### src/rtl/trap_entry_pkg.sv
package trap_entry_pkg;
  localparam int XLEN    = 32;
  localparam int CAUSE_W = 5;

  typedef enum logic [1:0] {
    LVL_USER  = 2'd0,
    LVL_SUPER = 2'd1,
    LVL_RSVD  = 2'd2,
    LVL_MACH  = 2'd3
  } lvl_e;

  localparam logic [CAUSE_W-1:0] EC_CALL_U = 5'd8;
  localparam logic [CAUSE_W-1:0] EC_CALL_S = 5'd9;
  localparam logic [CAUSE_W-1:0] EC_CALL_M = 5'd11;

  // Exception codes whose trap value is the faulting address
  function automatic logic carries_addr(input logic [CAUSE_W-1:0] c);
    case (c)
      5'd0, 5'd1, 5'd4, 5'd5, 5'd6, 5'd7, 5'd12, 5'd13, 5'd15: carries_addr = 1'b1;
      default: carries_addr = 1'b0;
    endcase
  endfunction
endpackage

### src/rtl/trap_route.sv
module trap_route
  import trap_entry_pkg::*;
#(
  parameter int W  = XLEN,
  parameter int CW = CAUSE_W
) (
  input  logic          irq_i,
  input  logic [CW-1:0] cause_i,
  input  logic [1:0]    priv_i,
  input  logic [W-1:0]  edeleg_i,
  input  logic [W-1:0]  ideleg_i,
  output logic [CW-1:0] cause_o,
  output logic          to_s_o
);
  logic [W-1:0] mask;
  logic         in_range;
  logic         bit_set;

  always_comb begin
    cause_o = cause_i;
    if (!irq_i && cause_i == EC_CALL_U) begin
      case (lvl_e'(priv_i))
        LVL_MACH:  cause_o = EC_CALL_M;
        LVL_SUPER: cause_o = EC_CALL_S;
        default:   cause_o = EC_CALL_U;
      endcase
    end
  end

  generate
    if ((2 ** CW) > W) begin : g_range_chk
      assign in_range = (int'(cause_o) < W);
    end else begin : g_range_full
      assign in_range = 1'b1;
    end
  endgenerate

  assign mask    = irq_i ? ideleg_i : edeleg_i;
  assign bit_set = mask[cause_o];
  assign to_s_o  = (priv_i == LVL_USER || priv_i == LVL_SUPER) && in_range && bit_set;
endmodule

### src/rtl/trap_target.sv
module trap_target
  import trap_entry_pkg::*;
#(
  parameter int W  = XLEN,
  parameter int CW = CAUSE_W
) (
  input  logic          irq_i,
  input  logic [CW-1:0] cause_i,
  input  logic [W-1:0]  addr_i,
  input  logic [W-1:0]  vec_i,
  output logic [W-1:0]  pc_o,
  output logic [W-1:0]  tval_o
);
  localparam int PAD = W - CW - 2;
  logic [W-1:0] offs;

  assign offs   = (irq_i && vec_i[1:0] == 2'b01) ? {{PAD{1'b0}}, cause_i, 2'b00} : '0;
  assign pc_o   = {vec_i[W-1:2], 2'b00} + offs;
  assign tval_o = (!irq_i && carries_addr(cause_i)) ? addr_i : '0;
endmodule

### src/rtl/trap_bank.sv
module trap_bank #(
  parameter int W = 32
) (
  input  logic         clk,
  input  logic         rst_n,
  input  logic         we_i,
  input  logic [W-1:0] cause_d,
  input  logic [W-1:0] epc_d,
  input  logic [W-1:0] tval_d,
  output logic [W-1:0] cause_q,
  output logic [W-1:0] epc_q,
  output logic [W-1:0] tval_q
);
  always_ff @(posedge clk or negedge rst_n) begin
    if (!rst_n) begin
      cause_q <= '0;
      epc_q   <= '0;
      tval_q  <= '0;
    end else if (we_i) begin
      cause_q <= cause_d;
      epc_q   <= epc_d;
      tval_q  <= tval_d;
    end
  end
endmodule

### src/rtl/trap_entry_ctrl.sv
module trap_entry_ctrl
  import trap_entry_pkg::*;
#(
  parameter int          W        = XLEN,
  parameter int          CW       = CAUSE_W,
  parameter logic [31:0] RESET_PC = 32'h0000_1000
) (
  input  logic          clk,
  input  logic          rst_n,
  input  logic          trap_vld_i,
  input  logic          trap_irq_i,
  input  logic [CW-1:0] trap_cause_i,
  input  logic [W-1:0]  trap_addr_i,
  input  logic [W-1:0]  cur_pc_i,
  input  logic [1:0]    cur_priv_i,
  input  logic          st_mie_i,
  input  logic          st_sie_i,
  input  logic          st_mpie_i,
  input  logic          st_spie_i,
  input  logic [1:0]    st_mpp_i,
  input  logic          st_spp_i,
  input  logic [W-1:0]  edeleg_i,
  input  logic [W-1:0]  ideleg_i,
  input  logic [W-1:0]  mvec_i,
  input  logic [W-1:0]  svec_i,
  output logic          st_mie_o,
  output logic          st_sie_o,
  output logic          st_mpie_o,
  output logic          st_spie_o,
  output logic [1:0]    st_mpp_o,
  output logic          st_spp_o,
  output logic [W-1:0]  mcause_o,
  output logic [W-1:0]  mepc_o,
  output logic [W-1:0]  mtval_o,
  output logic [W-1:0]  scause_o,
  output logic [W-1:0]  sepc_o,
  output logic [W-1:0]  stval_o,
  output logic [W-1:0]  pc_o,
  output logic [1:0]    priv_o,
  output logic          resv_clr_o
);
  localparam int NLVL = 2;   // bank 0 = machine, bank 1 = supervisor
  localparam int ZW   = W - CW - 1;

  // reset: asynchronous assert, synchronous release
  logic rst_meta, rst_sync_n;
  always_ff @(posedge clk or negedge rst_n) begin
    if (!rst_n) begin
      rst_meta   <= 1'b0;
      rst_sync_n <= 1'b0;
    end else begin
      rst_meta   <= 1'b1;
      rst_sync_n <= rst_meta;
    end
  end

  logic [CW-1:0] eff_cause;
  logic          to_s;
  logic [W-1:0]  vec_sel, pc_d, tval_d, cause_d;

  trap_route #(.W(W), .CW(CW)) u_route (
    .irq_i   (trap_irq_i),
    .cause_i (trap_cause_i),
    .priv_i  (cur_priv_i),
    .edeleg_i(edeleg_i),
    .ideleg_i(ideleg_i),
    .cause_o (eff_cause),
    .to_s_o  (to_s)
  );

  assign vec_sel = to_s ? svec_i : mvec_i;
  assign cause_d = {trap_irq_i, {ZW{1'b0}}, eff_cause};

  trap_target #(.W(W), .CW(CW)) u_target (
    .irq_i  (trap_irq_i),
    .cause_i(eff_cause),
    .addr_i (trap_addr_i),
    .vec_i  (vec_sel),
    .pc_o   (pc_d),
    .tval_o (tval_d)
  );

  logic [W-1:0] bk_cause [NLVL];
  logic [W-1:0] bk_epc   [NLVL];
  logic [W-1:0] bk_tval  [NLVL];

  for (genvar l = 0; l < NLVL; l++) begin : g_bank
    logic we;
    assign we = trap_vld_i && (to_s == (l == 1));
    trap_bank #(.W(W)) u_bank (
      .clk    (clk),
      .rst_n  (rst_sync_n),
      .we_i   (we),
      .cause_d(cause_d),
      .epc_d  (cur_pc_i),
      .tval_d (tval_d),
      .cause_q(bk_cause[l]),
      .epc_q  (bk_epc[l]),
      .tval_q (bk_tval[l])
    );
  end

  assign mcause_o = bk_cause[0];
  assign mepc_o   = bk_epc[0];
  assign mtval_o  = bk_tval[0];
  assign scause_o = bk_cause[1];
  assign sepc_o   = bk_epc[1];
  assign stval_o  = bk_tval[1];

  // status next-state
  logic       mie_d, sie_d, mpie_d, spie_d, spp_d;
  logic [1:0] mpp_d, priv_d;

  always_comb begin
    mie_d  = st_mie_i;
    sie_d  = st_sie_i;
    mpie_d = st_mpie_i;
    spie_d = st_spie_i;
    mpp_d  = st_mpp_i;
    spp_d  = st_spp_i;
    if (to_s) begin
      spie_d = st_sie_i;
      spp_d  = (cur_priv_i == LVL_SUPER);
      sie_d  = 1'b0;
      priv_d = LVL_SUPER;
    end else begin
      mpie_d = st_mie_i;
      mpp_d  = cur_priv_i;
      mie_d  = 1'b0;
      priv_d = LVL_MACH;
    end
  end

  always_ff @(posedge clk or negedge rst_sync_n) begin
    if (!rst_sync_n) begin
      st_mie_o  <= 1'b0;
      st_sie_o  <= 1'b0;
      st_mpie_o <= 1'b0;
      st_spie_o <= 1'b0;
      st_mpp_o  <= 2'b00;
      st_spp_o  <= 1'b0;
      pc_o      <= RESET_PC;
      priv_o    <= LVL_MACH;
    end else if (trap_vld_i) begin
      st_mie_o  <= mie_d;
      st_sie_o  <= sie_d;
      st_mpie_o <= mpie_d;
      st_spie_o <= spie_d;
      st_mpp_o  <= mpp_d;
      st_spp_o  <= spp_d;
      pc_o      <= pc_d;
      priv_o    <= priv_d;
    end
  end

  always_ff @(posedge clk or negedge rst_sync_n) begin
    if (!rst_sync_n) resv_clr_o <= 1'b0;
    else             resv_clr_o <= trap_vld_i;
  end

  AST_PRIV_LEGAL: assert property (@(posedge clk) disable iff (!rst_sync_n)
    trap_vld_i |=> (priv_o == LVL_SUPER || priv_o == LVL_MACH));
  AST_MACH_STAYS: assert property (@(posedge clk) disable iff (!rst_sync_n)
    (trap_vld_i && cur_priv_i == LVL_MACH) |=> priv_o == LVL_MACH);
  AST_SIE_CLEARED: assert property (@(posedge clk) disable iff (!rst_sync_n)
    (trap_vld_i && to_s) |=> !st_sie_o);
  AST_MIE_CLEARED: assert property (@(posedge clk) disable iff (!rst_sync_n)
    (trap_vld_i && !to_s) |=> !st_mie_o);
  AST_EXC_PC_ALIGNED: assert property (@(posedge clk) disable iff (!rst_sync_n)
    (trap_vld_i && !trap_irq_i) |=> pc_o[1:0] == 2'b00);
  AST_RESV_PULSE: assert property (@(posedge clk) disable iff (!rst_sync_n)
    trap_vld_i |=> resv_clr_o);
  AST_RESV_QUIET: assert property (@(posedge clk) disable iff (!rst_sync_n)
    !trap_vld_i |=> !resv_clr_o);
  AST_IDLE_HOLD: assert property (@(posedge clk) disable iff (!rst_sync_n)
    !trap_vld_i |=> ($stable(pc_o) && $stable(priv_o) && $stable(mcause_o) && $stable(scause_o)));
endmodule

### config.mk
export PLATFORM = sky130hd
export DESIGN_NAME = trap_entry_ctrl
export DESIGN_NICKNAME = d
export VERILOG_FILES = /design/src/rtl/trap_entry_pkg.sv /design/src/rtl/trap_route.sv /design/src/rtl/trap_target.sv /design/src/rtl/trap_bank.sv /design/src/rtl/trap_entry_ctrl.sv
export SDC_FILE = /design/constraint.sdc
export NUM_CORES = 1
export LEC_CHECK = 0
export BUFFER_PORTS_ARGS = -buffer_cell sky130_fd_sc_hd__buf_2
export CAP_MARGIN = 20
export CORE_AREA = 2 2 173 175
export CTS_BUF_LIST = sky130_fd_sc_hd__clkbuf_8 sky130_fd_sc_hd__clkbuf_16
export DETAILED_ROUTE_END_ITERATION = 12
export DIE_AREA = 0 0 175 177
export PLACE_DENSITY = 0.67
export SYNTH_ARGS = -nofsm -noshare
export SYNTH_HDL_FRONTEND = slang
export SYNTH_HIERARCHICAL = 1
export SYNTH_SLANG_ARGS = --single-unit
### constraint.sdc
create_clock -name clk -period 20 [get_ports clk]
set_input_delay 2 -clock clk [delete_from_list [all_inputs] [get_ports clk]]
set_output_delay 2 -clock clk [all_outputs]
set_load 0.01 [all_outputs]
==> impl_results.md, run 1 <==
- Status: finished, final reports clean
- Leak pwr: 7.596 nW
- Post-Synth Simple-Gate Area: 7.367%
- Max cap viols: 0
- Dpl hpwl: 23040 um
- DRC viols: 0
- Post-Syn Area per Cell: 13.79 sq um
- Min setup slack post-route: 13160 ps
- Xor/xnor cell area share of the yosys netlist: 2.119%
- Setup crit end kind: flip-flop
- Nets: 1533
- Tcrit/Tclk final: 34.18%
- Grt total ovfl: 0
- Crit path required time: 20410 ps
- RSZ-0062 raised after global routing: no
- Post-Synthesis Cell Area: 11510 sq um
- Worst clock skew: 6.499 ps
- Most frequent cells in the layout: buf_2 (442), dfrtp_1 (232), mux2_2 (175)
- Proportion of synthesized area in mux cells: 29.50%
- Core box area: 29240 sq um
- Clock Pin Slew Worst Setup and Hold Paths: 60 ps
- Buffers inserted during post-CTS setup optimization: 0
- Die Y: 177 um
- Clock Sink Count: 235
- Mapped Cells: 835
- Pwr Density: 101.5 nW/um^2
- Switch Pwr: 432.1 uW
- Library cells used by synthesis: 72
- Gate power share: 25.6%
- Initial Util: 39.37%
- Main synth FF type: dfrtp_1
- P&R area growth vs syn: 30.74%
- Least-Margin Pin Slew: 1046 ps
- Worst vdd ir: 0.07241 mV
- Clock latency on the worst-skew pair: 520 ps
- Routability Congestion: 0.8356
- Worst-path fanout max: 40
- Headroom to the max-slew limit: 30.25%
- Final Hold Vio Count: 0
- Yosys warns: 6
- CP Class: in2reg
- Tmin final: 6836 ps
- Drt total wl: 31200 um
- DR WL/cell: 18.05 um
- Fraction of layout cells with a size suffix above 1: 57.97%
- Top Ports: 444
- Row cnt: 63
- Via count: 8410
- TNS Setup: 0 ps
- Sequential-to-total area share from yosys stat: 51.09%
- Power share of the sequential group: 40.1%
- First DRT Iteration DRCs: 350
- Startpoint Class: input port
- IO buf count: 442
- Setup slack after placement: 12660 ps
- Fmax: 146.3 MHz
- Min-delay worst type: reg2async
- Max clock buf depth: 3
- Share of the synthesized area in the top cell type: 50.64%
- Post-synth EDFFs: 0
- Top post-synthesis cells by area: dfrtp_1 (51%), mux2_2 (17%), mux2_4 (11%)
- CTS tree: done
- Compound-cell area share of the yosys netlist: 4.596%
- Largest family of logic cells by synthesized area: multiplexers
- Final count of pins violating max slew: 0
- Clock power frac: 34.3%
- Internal Pwr Total: 1.095 mW
- Fraction of the mapped netlist area in adder cells: 0.7172%
- Die ar.: 30980 sq um
- Final number of setup-violating endpoints: 0
- Synth async-reset ratio: 100.0%
- Hold bufs inserted after CTS: 0
- #FFs+latches synth: 235
- Antenna-violating nets left: 0
- Antenna violations before repair: 0
- H-Tree Depth: 1
- Largest net degree at the start of global routing: 89
- Vias in the first global route: 8518
- Die width: 175 um
- Sw Ratio: 28.29%
- PostCTS Resize Cnt: 0
- Vias per inst: 4.867
- TritonCTS buffer count: 26
- Leading area contributor after synthesis: dfrtp_1
- Initial DRT Pass Iterations: 5
- First-pass GRT wire length: 48350 um
- Clock root cell: clkbuf_16
- Global Route Usage Sum: 19.49%
- Most common cell after layout, fill and taps aside: buf_2
- Worst Path Arrival: 7240 ps
synthesized netlist by cell type (3+ instances only):
| cell type | n |
|---|---|
| nand4_1 | 10 |
| and2_1 | 38 |
| nand2_1 | 28 |
| a211oi_1 | 9 |
| nor4_1 | 5 |
| buf_4 | 9 |
| clkbuf_1 | 11 |
| nor3_1 | 5 |
| o211ai_1 | 7 |
| xnor2_1 | 13 |
| inv_1 | 15 |
| xor2_1 | 13 |
| conb_1 | 3 |
| ha_1 | 5 |
| mux2i_1 | 21 |
| buf_6 | 8 |
| nor2_1 | 20 |
| mux2_2 | 175 |
| o21ai_1 | 5 |
| a21oi_1 | 17 |
| dfrtp_1 | 233 |
| o2111ai_1 | 5 |
| nand3_1 | 10 |
| o21a_1 | 3 |
| mux2_4 | 81 |
| buf_12 | 8 |
| o21ai_0 | 6 |
| buf_2 | 14 |
through the flow:
step                total power [mW]  cells  hold slack (ps)  cell area [sq um]  util (%)
finish                         1.527   1728            322.0              15050     51.48
global route                   1.600   1727            370.0              15050     51.47
CTS                            1.548   1726            360.7              15020     51.38
detailed placement             1.013   1678            345.8              14060     48.07
global placement               1.004   1678            337.2              14060     48.07
floorplan                     0.8557    888            331.2              11710         -
final cells by class:
class                           instances  area (sq um)
Clock inverter                         16         221.5
Clock buffer                           32         744.5
Timing Repair Buffer                  453          2315
Multi-Input combinational cell        585          5336
Tap cell                              390         488.0
Fill cell                            2610         14190
Inverter                               16         60.06
Sequential cell                       235          5887
Antenna cell                            1         2.502
path summary, 6_finish.rpt:
check | from | to | slack (ps) | depth (start not counted)
setup / recovery | trap_irq_i | pc_o[18] | 13160 | 19
hold / removal | rst_sync_n | g_bank[1].u_bank/tval_q[21] | 320 | 1
setup reg to reg | rst_sync_n | g_bank[1].u_bank/cause_q[7] | 18030 | 3
hold reg to reg | rst_sync_n | g_bank[1].u_bank/tval_q[21] | 320 | 1
max in group asynchronous | rst_sync_n | g_bank[1].u_bank/cause_q[7] | 18030 | 3
min in group clk | rst_meta | rst_sync_n | 350 | 0
kinds of logic after synthesis:
group	after synthesis
and+or+nand+nor	146
other	3
DFF	235
AOI/OAI and AO/OA	73
xor gates and xnor gates	27
buffers and inverters	68
muxes	277
adders and majority gates	6
state kept, by name, summed over array words and instances, names as in the netlist:
register,count
pc_o,32
st_mie_o,1
g_bank.u_bank/cause_q,64
st_mpie_o,1
rst_sync_n,1
resv_clr_o,1
st_spie_o,1
st_spp_o,1
st_sie_o,1
priv_o,1
g_bank.u_bank/epc_q,64
g_bank.u_bank/tval_q,64
st_mpp_o,2
rst_meta,1
power groups by stage:
stage	Combinational [mW]	Sequential [mW]	Clock (mW)
after floorplan	0.189	0.667	0
after global placement	0.389	0.615	0
after detailed placement	0.393	0.620	0
after CTS	0.394	0.613	0.540
after global routing	0.419	0.624	0.557
final	0.390	0.613	0.524
worst max-delay path, cell delays in order:
cell and delay (ps):
buf_2 490, or2b_2 260, o31a_2 260, nor2_1 50, a2111oi_0 360, o31ai_1 190
o32ai_4 280, buf_4 470, mux2_2 390, nor2_1 200, and2_1 170, ha_1 170
inv_1 60, fa_1 390, nor2b_1 180, o2111ai_1 480, a211oi_1 460, xor2_1 100
mux2_2 270
per-layer routing:
layer | vias up | GRT usage (%) | wire length [um]
met2 | 295 | 32.30 | 15060
met1 | 4148 | 25.66 | 13370
met4 | 0 | 6.007 | 882
met3 | 58 | 4.167 | 1885
li1 | 3909 | - | -
met5 | - | 0 | 0
Note: power is estimated with default switching activity, not from simulation.
==> inputs of run 2 (changes only) <==
PLACE_DENSITY = 0.7   (was 0.67)
clock period = 6.08 ns   (was 20 ns; I/O delays follow)
==> run 2 against run 1 <==
  * Sequential share of layout area increased by 0.13 points
  * Combinational power rose to 3.3 times the previous value
  * Via count grew 0.65%
  * Largest cell class unchanged
  * Cell area shrank 0.32%
  * Die area unchanged
  * Clock skew is 13 ps higher
  * Clock power increased to 3.1 times the previous value
  * First-iteration DRC count is 4.6% lower
  * Register-to-register slack got worse by 13000 ps
  * Core utilization down 0.17 points
==> impl_results.md, run 2 (same netlist as run 1, synthesis figures left out) <==
- Leak pwr: 7.578 nW (-0.24%)
- Clock Pin Slew Worst Setup and Hold Paths: 60 ps (about the same)
- Fraction of layout cells with a size suffix above 1: 57.68% (-0.29 points)
- Clock root cell: clkbuf_16
- Startpoint Class: input port
- Tmin final: 5022 ps
- R2r setup slk: 4670 ps (-13360 ps)
- Pwr Total: 4.917 mW (+220%)
- Final count of pins violating max slew: 0 (unchanged)
- Final instance area: 15010 sq um (-0.32%)
- Fill count: 2625 (+0.57%)
- CP peak stage delay: 820 ps (+330 ps)
- DRC viols: 0 (unchanged)
- Largest net degree at the start of global routing: 146 (+64%)
- Final number of setup-violating endpoints: 0 (unchanged)
- Max cap viols: 0 (unchanged)
- Crit path required time: 6480 ps (-13930 ps)
- Fmax: 199.1 MHz
- Die Y: 177 um (unchanged)
- TritonCTS buffer count: 26 (unchanged)
- Worst-path fanout max: 38 (-5.0%)
- Status: finished, final reports clean
- Final std cells w/o fill: 1725 (-0.17%)
- Most frequent cells in the layout: buf_2 (442), dfrtp_1 (232), mux2_2 (175)
- RSZ-0062 raised after global routing: no
- Initial DRT Pass Iterations: 4 (-1)
- Core box area: 29240 sq um (unchanged)
- Grt total ovfl: 0 (unchanged)
- Crit Reg-Reg Startpoint: rst_sync_n
- Final Hold Vio Count: 0 (unchanged)
- Headroom to the max-slew limit: 31.46% (+1.2 points)
- Crit path cell chain: buf_2 > nor3b_2 > a21oi_4 > nand4_1 > a311oi_1 > o31ai_1 > o32ai_4 > buf_4 > mux2_2 > ha_1 > inv_1 > fa_1 > nor2b_1 > o2111ai_1 > a211oi_1 > xor2_1 > mux2_2
- Via count: 8465 (+0.65%)
- Die ar.: 30980 sq um (unchanged)
- Max clock buf depth: 3 (unchanged)
- Fin Hold WS: 226.2 ps (-95.71 ps)
- Buffers inserted during post-CTS setup optimization: 0 (unchanged)
- H-Tree Depth: 1 (unchanged)
- Post-placement cell area: 14090 sq um (+0.21%)
- Clock latency on the worst-skew pair: 530 ps (about the same)
- Crit path from: trap_cause_i[0]
- CP Class: in2reg
- Worst Path Arrival: 5420 ps (-1820 ps)
- Vias per inst: 4.907 (+0.83%)
- CP delay by family, top: compound AO/OA/AOI/OAI gates
- IO buf count: 442 (unchanged)
- Most common cell after layout, fill and taps aside: buf_2
- Clock Sink Count: 235 (unchanged)
- Top Ports: 444 (unchanged)
- Die width: 175 um (unchanged)
- Ant. Diodes: 0 (-1)
- TNS Setup: 0 ps (unchanged)
- Least-Margin Pin Slew: 1027 ps (-19.31 ps)
- Largest regs: g_bank.u_bank/cause_q: 64 flops, g_bank.u_bank/epc_q: 64 flops, g_bank.u_bank/tval_q: 64 flops
- WP buf/inv: 3 (unchanged)
- Nets: 1532 (-0.065%)
- Cells after DPL: 1677 (-0.060%)
- Worst vdd ir: 0.2222 mV (+210%)
- CTS tree: done
- Setup crit end kind: flip-flop
- Dpl hpwl: 22710 um (-1.5%)
- Global Route Usage Sum: 19.16% (-0.32 points)
- Pwr Density: 327.7 nW/um^2 (+220%)
- Vias in the first global route: 8724 (+2.4%)
- P&R area growth vs syn: 30.32%
- First-pass GRT wire length: 47550 um (-1.7%)
- First DRT Iteration DRCs: 334 (-4.6%)
- Row cnt: 63 (unchanged)
- Most frequent CP cell: mux2_2
- Tcrit/Tclk final: 82.60%
- Worst clock skew: 19.63 ps (+13.13 ps)
- Initial Util: 39.37% (unchanged)
- Routability Congestion: 0.8451 (+1.1%)
- Antenna-violating nets left: 0 (unchanged)
- CP max-delay cell: o2111ai_1
- Drt total wl: 30570 um (-2.0%)
- Antenna violations before repair: 0 (unchanged)
- DR WL/cell: 17.72 um (-1.8%)
- Min-delay worst type: reg2async
[run 2: cell types whose count changed in the layout (fill, tap and decap cells not counted), moves of 2 or more]
cell / change
inv_1: +2
buf_4: -4
clkbuf_8: +2
buf_12: +3
bufinv_16: -2
[run 2: worst paths after layout]
path	endpoint	cells after the start
worst max register to register	g_bank[0].u_bank/cause_q[17]	1
worst min register to register	g_bank[1].u_bank/tval_q[13]	0
worst max-delay path	pc_o[22]	17
min in group clk	g_bank[0].u_bank/epc_q[28]	2
worst min-delay path	g_bank[1].u_bank/tval_q[13]	0
max in group asynchronous	g_bank[0].u_bank/cause_q[17]	1
[run 2: stage by stage]
step	setup slack, ps	utilization [%]
3_5_place_dp	533.1	48.18
4_1_cts	1092	51.31
2_1_floorplan	1345	-
5_1_grt	701.8	51.31
6_report	1058	51.31
3_3_place_gp	532.7	48.18
[run 2: cell type report]
type | count | area, sq um | area share (%)
timing repair buffer | 452 | 2327 | 15.51
inverter | 16 | 60.06 | 0.4002
multi-input combinational | 585 | 5336 | 35.56
clock buffer | 33 | 747.0 | 4.978
clock inverter | 14 | 160.2 | 1.067
tap | 390 | 488.0 | 3.252
sequential | 235 | 5887 | 39.23
[run 2: metal layers]
metal	routed length, um	vias to the layer above	track usage (%)	part of all wire (%)
met5	0	-	0	0
met2	14780	298	32.03	48
met4	1003	0	6.806	3.3
met1	12840	4196	24.65	42
li1	-	3902	-	-
met3	1949	69	4.102	6.4
[run 2: repair_timing]
item                                   4_1_cts  5_1_grt
resized for setup                            0        0
endpoints found under the hold margin        2        0
hold buffers                                 1        0
[run 2: power breakdown]
part / leakage [nW] / switching (mW) / internal, mW
Sequential: 2.88 / 0.158 / 1.86
Clock: 0.463 / 0.629 / 0.992
Combinational: 4.23 / 0.616 / 0.661
Total: 7.58 / 1.40 / 3.51
==> inputs of run 3 (changes only) <==
ABC_AREA = 1   (was not set)
clock period = 4.2 ns   (was 6.08 ns; I/O delays follow)
==> run 3 against run 2 <==
  * Area after synthesis is 1.8% higher
  * Non-clock buffer count increased by 9
  * Synthesized cell count grew 96%
  * Global-route usage is 3.9 points higher
  * Clock-buffer cell count stayed put
  * Sequential share of layout area down 0.75 points
  * Clock power grew 50%
  * Sequential cell count did not move
  * Clock skew down 4.1 ps
  * Wire length up 19%
  * Critical path type unchanged
  * Largest cell class unchanged
  * Highest routed layer is now met5
==> impl_results.md, run 3 <==
- Status: finished, final reports clean
- CTS tree: done
- PostCTS Resize Cnt: 0 (unchanged)
- DRC viols: 0 (unchanged)
- Main synth FF type: dfrtp_1
- Vias per inst: 4.670 (-4.8%)
- Crit Reg-Reg Startpoint: rst_sync_n
- Setup slack after placement: 185.5 ps (-347.7 ps)
- Post-Synthesis Cell Area: 11720 sq um (+1.8%)
- Hold Path Stages: 3
- Library cells used by synthesis: 31 (-57%)
- Hold path endpoint: st_spie_o
- CP Class: in2reg
- Top Ports: 444 (unchanged)
- Reg2reg path depth: 1 (unchanged)
- Mapped Cells: 1633 (+96%)
- Fin Hold WS: 111.2 ps (-115.0 ps)
- Sw Ratio: 30.41% (+1.9 points)
- Startpoint Class: input port
- Gate power share: 21.9% (-4.1 points)
- TNS Setup: 0 ps (unchanged)
- Leak pwr: 9.374 nW (+24%)
- Post-Syn Area per Cell: 7.176 sq um (-48%)
- Fmax: 283.6 MHz
- Die Y: 177 um (unchanged)
- Most common cell after layout, fill and taps aside: nand2_1
- Drt total wl: 36460 um (+19%)
- Synth async-reset ratio: 100.0% (unchanged)
- Largest net degree at the start of global routing: 113 (-23%)
- Clock Sink Count: 235 (unchanged)
- Crit path required time: 4620 ps (-1860 ps)
- Post-synth EDFFs: 0 (unchanged)
- Top post-synthesis cells by area: dfrtp_1 (50%), nand2_1 (30%), nor2_1 (4.8%)
- Worst Path Arrival: 3940 ps (-1480 ps)
- Row cnt: 63 (unchanged)
- Multi-input gate area: 5204 sq um (-2.5%)
- R2r setup slk: 2700 ps (-1970 ps)
- Die ar.: 30980 sq um (unchanged)
- Largest regs: g_bank.u_bank/cause_q: 64 flops, g_bank.u_bank/epc_q: 64 flops, g_bank.u_bank/tval_q: 64 flops
- Worst vdd ir: 0.2372 mV (+6.8%)
- Global Route Usage Sum: 23.06% (+3.9 points)
- Min setup slack post-route: 674.2 ps (-383.7 ps)
- Share of the synthesized area in the top cell type: 49.75% (-0.88 points)
- Final number of setup-violating endpoints: 0 (unchanged)
- Max cap viols: 0 (unchanged)
- IO buf count: 442 (unchanged)
- Antenna violations before repair: 3 (+3)
- Max clock buf depth: 3 (unchanged)
- Least-Margin Pin Slew: 1113 ps (+85.87 ps)
- Core box area: 29240 sq um (unchanged)
- Tmin final: 3526 ps
- #FFs+latches synth: 235 (unchanged)
- Tcrit/Tclk final: 83.95%
- Worst-path fanout max: 32 (-16%)
- Dpl hpwl: 26490 um (+17%)
- Final instance area: 15300 sq um (+2.0%)
- Pwr Density: 436.2 nW/um^2 (+33%)
- P&R area growth vs syn: 30.56%
- Switch Pwr: 2.029 mW (+45%)
- Vias in the first global route: 11268 (+29%)
- Clock Pin Slew Worst Setup and Hold Paths: 60 ps (about the same)
- DR WL/cell: 14.52 um (-18%)
- Worst clock skew: 15.54 ps (-4.086 ps)
- Sequential-to-total area share from yosys stat: 50.20% (-0.89 points)
- Final std cells w/o fill: 2511 (+46%)
- Setup crit end kind: flip-flop
- Total area of sequential cells: 5887 sq um (unchanged)
- Most common cell in the synthesized netlist: nand2_1
- HP Start: st_spie_i
- Via count: 11726 (+39%)
- Post-placement cell area: 14330 sq um (+1.7%)
- Leading area contributor after synthesis: dfrtp_1
- Cells after DPL: 2459 (+47%)
- Initial DRT Pass Iterations: 5 (+1)
- Grt total ovfl: 0 (unchanged)
- Most frequent CP cell: nand2_1
- Final Hold Vio Count: 0 (unchanged)
- Min-delay worst type: in2reg
- Power share of the sequential group: 41.7% (+0.7 points)
- H-Tree Depth: 1 (unchanged)
- Internal Pwr Total: 4.644 mW (+32%)
- RSZ-0062 raised after global routing: no
- Yosys warns: 6 (unchanged)
- Critical R2R Capture: g_bank[0].u_bank/epc_q[25]
- Initial Util: 40.07% (+0.70 points)
- Fill count: 2920 (+11%)
- Final count of pins violating max slew: 0 (unchanged)
- Pwr Total: 6.674 mW (+36%)
- Fraction of layout cells with a size suffix above 1: 25.20% (-32 points)
- Nets: 2315 (+51%)
- CP max-delay cell: fa_1
- Leading cell types by count after synthesis: nand2_1 (950), dfrtp_1 (233), nor2_1 (151)
- Headroom to the max-slew limit: 25.81% (-5.7 points)
- Clock root cell: clkbuf_16
- Routability Congestion: 0.9115 (+7.9%)
- Most frequent cells in the layout: nand2_1 (950), buf_2 (442), dfrtp_1 (232)
- TritonCTS buffer count: 26 (unchanged)
- Clock power frac: 36.4% (+3.4 points)
- Clock latency on the worst-skew pair: 520 ps (about the same)
- Die width: 175 um (unchanged)
- First DRT Iteration DRCs: 877 (+160%)
- CP peak stage delay: 390 ps (-430 ps)
- Post-layout util: 52.32% (+1.0 points)
- Antenna-violating nets left: 0 (unchanged)
- First-pass GRT wire length: 57730 um (+21%)
==> run 3: cell count changes after synthesis, sizes merged, moves of 37 or more <==
| cell | change |
|---|---|
| mux2 | -256 |
| nor2 | +136 |
| nand2 | +935 |
| inv | +72 |
| nand3 | +63 |
| and2 | -37 |
==> run 3: metal layers <==
| layer | part of all wire (%) | routed length (um) | vias up | global-route usage [%] |
|---|---|---|---|---|
| li1 | - | - | 5789 | - |
| met1 | 39 | 14290 | 5348 | 27.36 |
| met2 | 48 | 17560 | 484 | 39.97 |
| met3 | 8.1 | 2965 | 103 | 5.348 |
| met4 | 4.5 | 1634 | 2 | 10.21 |
| met5 | 0.049 | 18 | - | 0 |
==> run 3: what timing repair did <==
action / CTS / global route
setup buffers: 0 / 0
hold buffers: 1 / 0
endpoints found under the hold margin: 2 / 0
==> run 3: critical path: cells and delay by family <==
family | cells | cell delay [ps]
fa+ha+maj | 2 | 580
buf+inv | 6 | 740
simple gates | 24 | 2210
==> run 3: cell type report <==
type                       instances  area share (%)
antenna                            2         0.03271
sequential                       235           38.48
clock inverter                    15           1.129
inverter                          90           2.257
timing repair buffer             461           15.95
clock buffer                      33           4.956
tap                              390           3.189
multi-input combinational       1285           34.01
==> run 3: cell families (layout without fill, tap and decap cells) <==
kind of cell | count (synthesis) | in the layout | share of synthesized area, %
and+or+nand+nor | 1209 | 1209 | 40.74
DFF | 235 | 235 | 50.20
buffers and inverters | 166 | 599 | 7.250
xor gates and xnor gates | 10 | 10 | 0.7474
adders and majority gates | 6 | 6 | 0.7047
AOI/OAI and AO/OA | 4 | 4 | 0.2562
other | 3 | 58 | 0.09609
==> run 3: power groups by stage <==
stage	clock network, mW	registers, mW	logic, mW
after floorplan	0	2.99	0.623
after global placement	0	2.81	1.45
after detailed placement	0	2.82	1.47
after CTS	2.49	2.78	1.47
after global routing	2.58	2.82	1.64
final	2.43	2.78	1.46
==> run 3: worst max path at each step <==
stage                    startpoint                           to  slack, ps  cells after the start
global route        trap_cause_i[2]                     pc_o[26]        210                     35
finish              trap_cause_i[1]                     pc_o[26]        670                     32
floorplan                rst_sync_n  g_bank[0].u_bank/cause_q[0]        340                      0
global placement    trap_cause_i[1]                     pc_o[18]        300                     32
CTS                 trap_cause_i[1]                     pc_o[26]        730                     32
detailed placement  trap_cause_i[1]                     pc_o[26]        190                     32
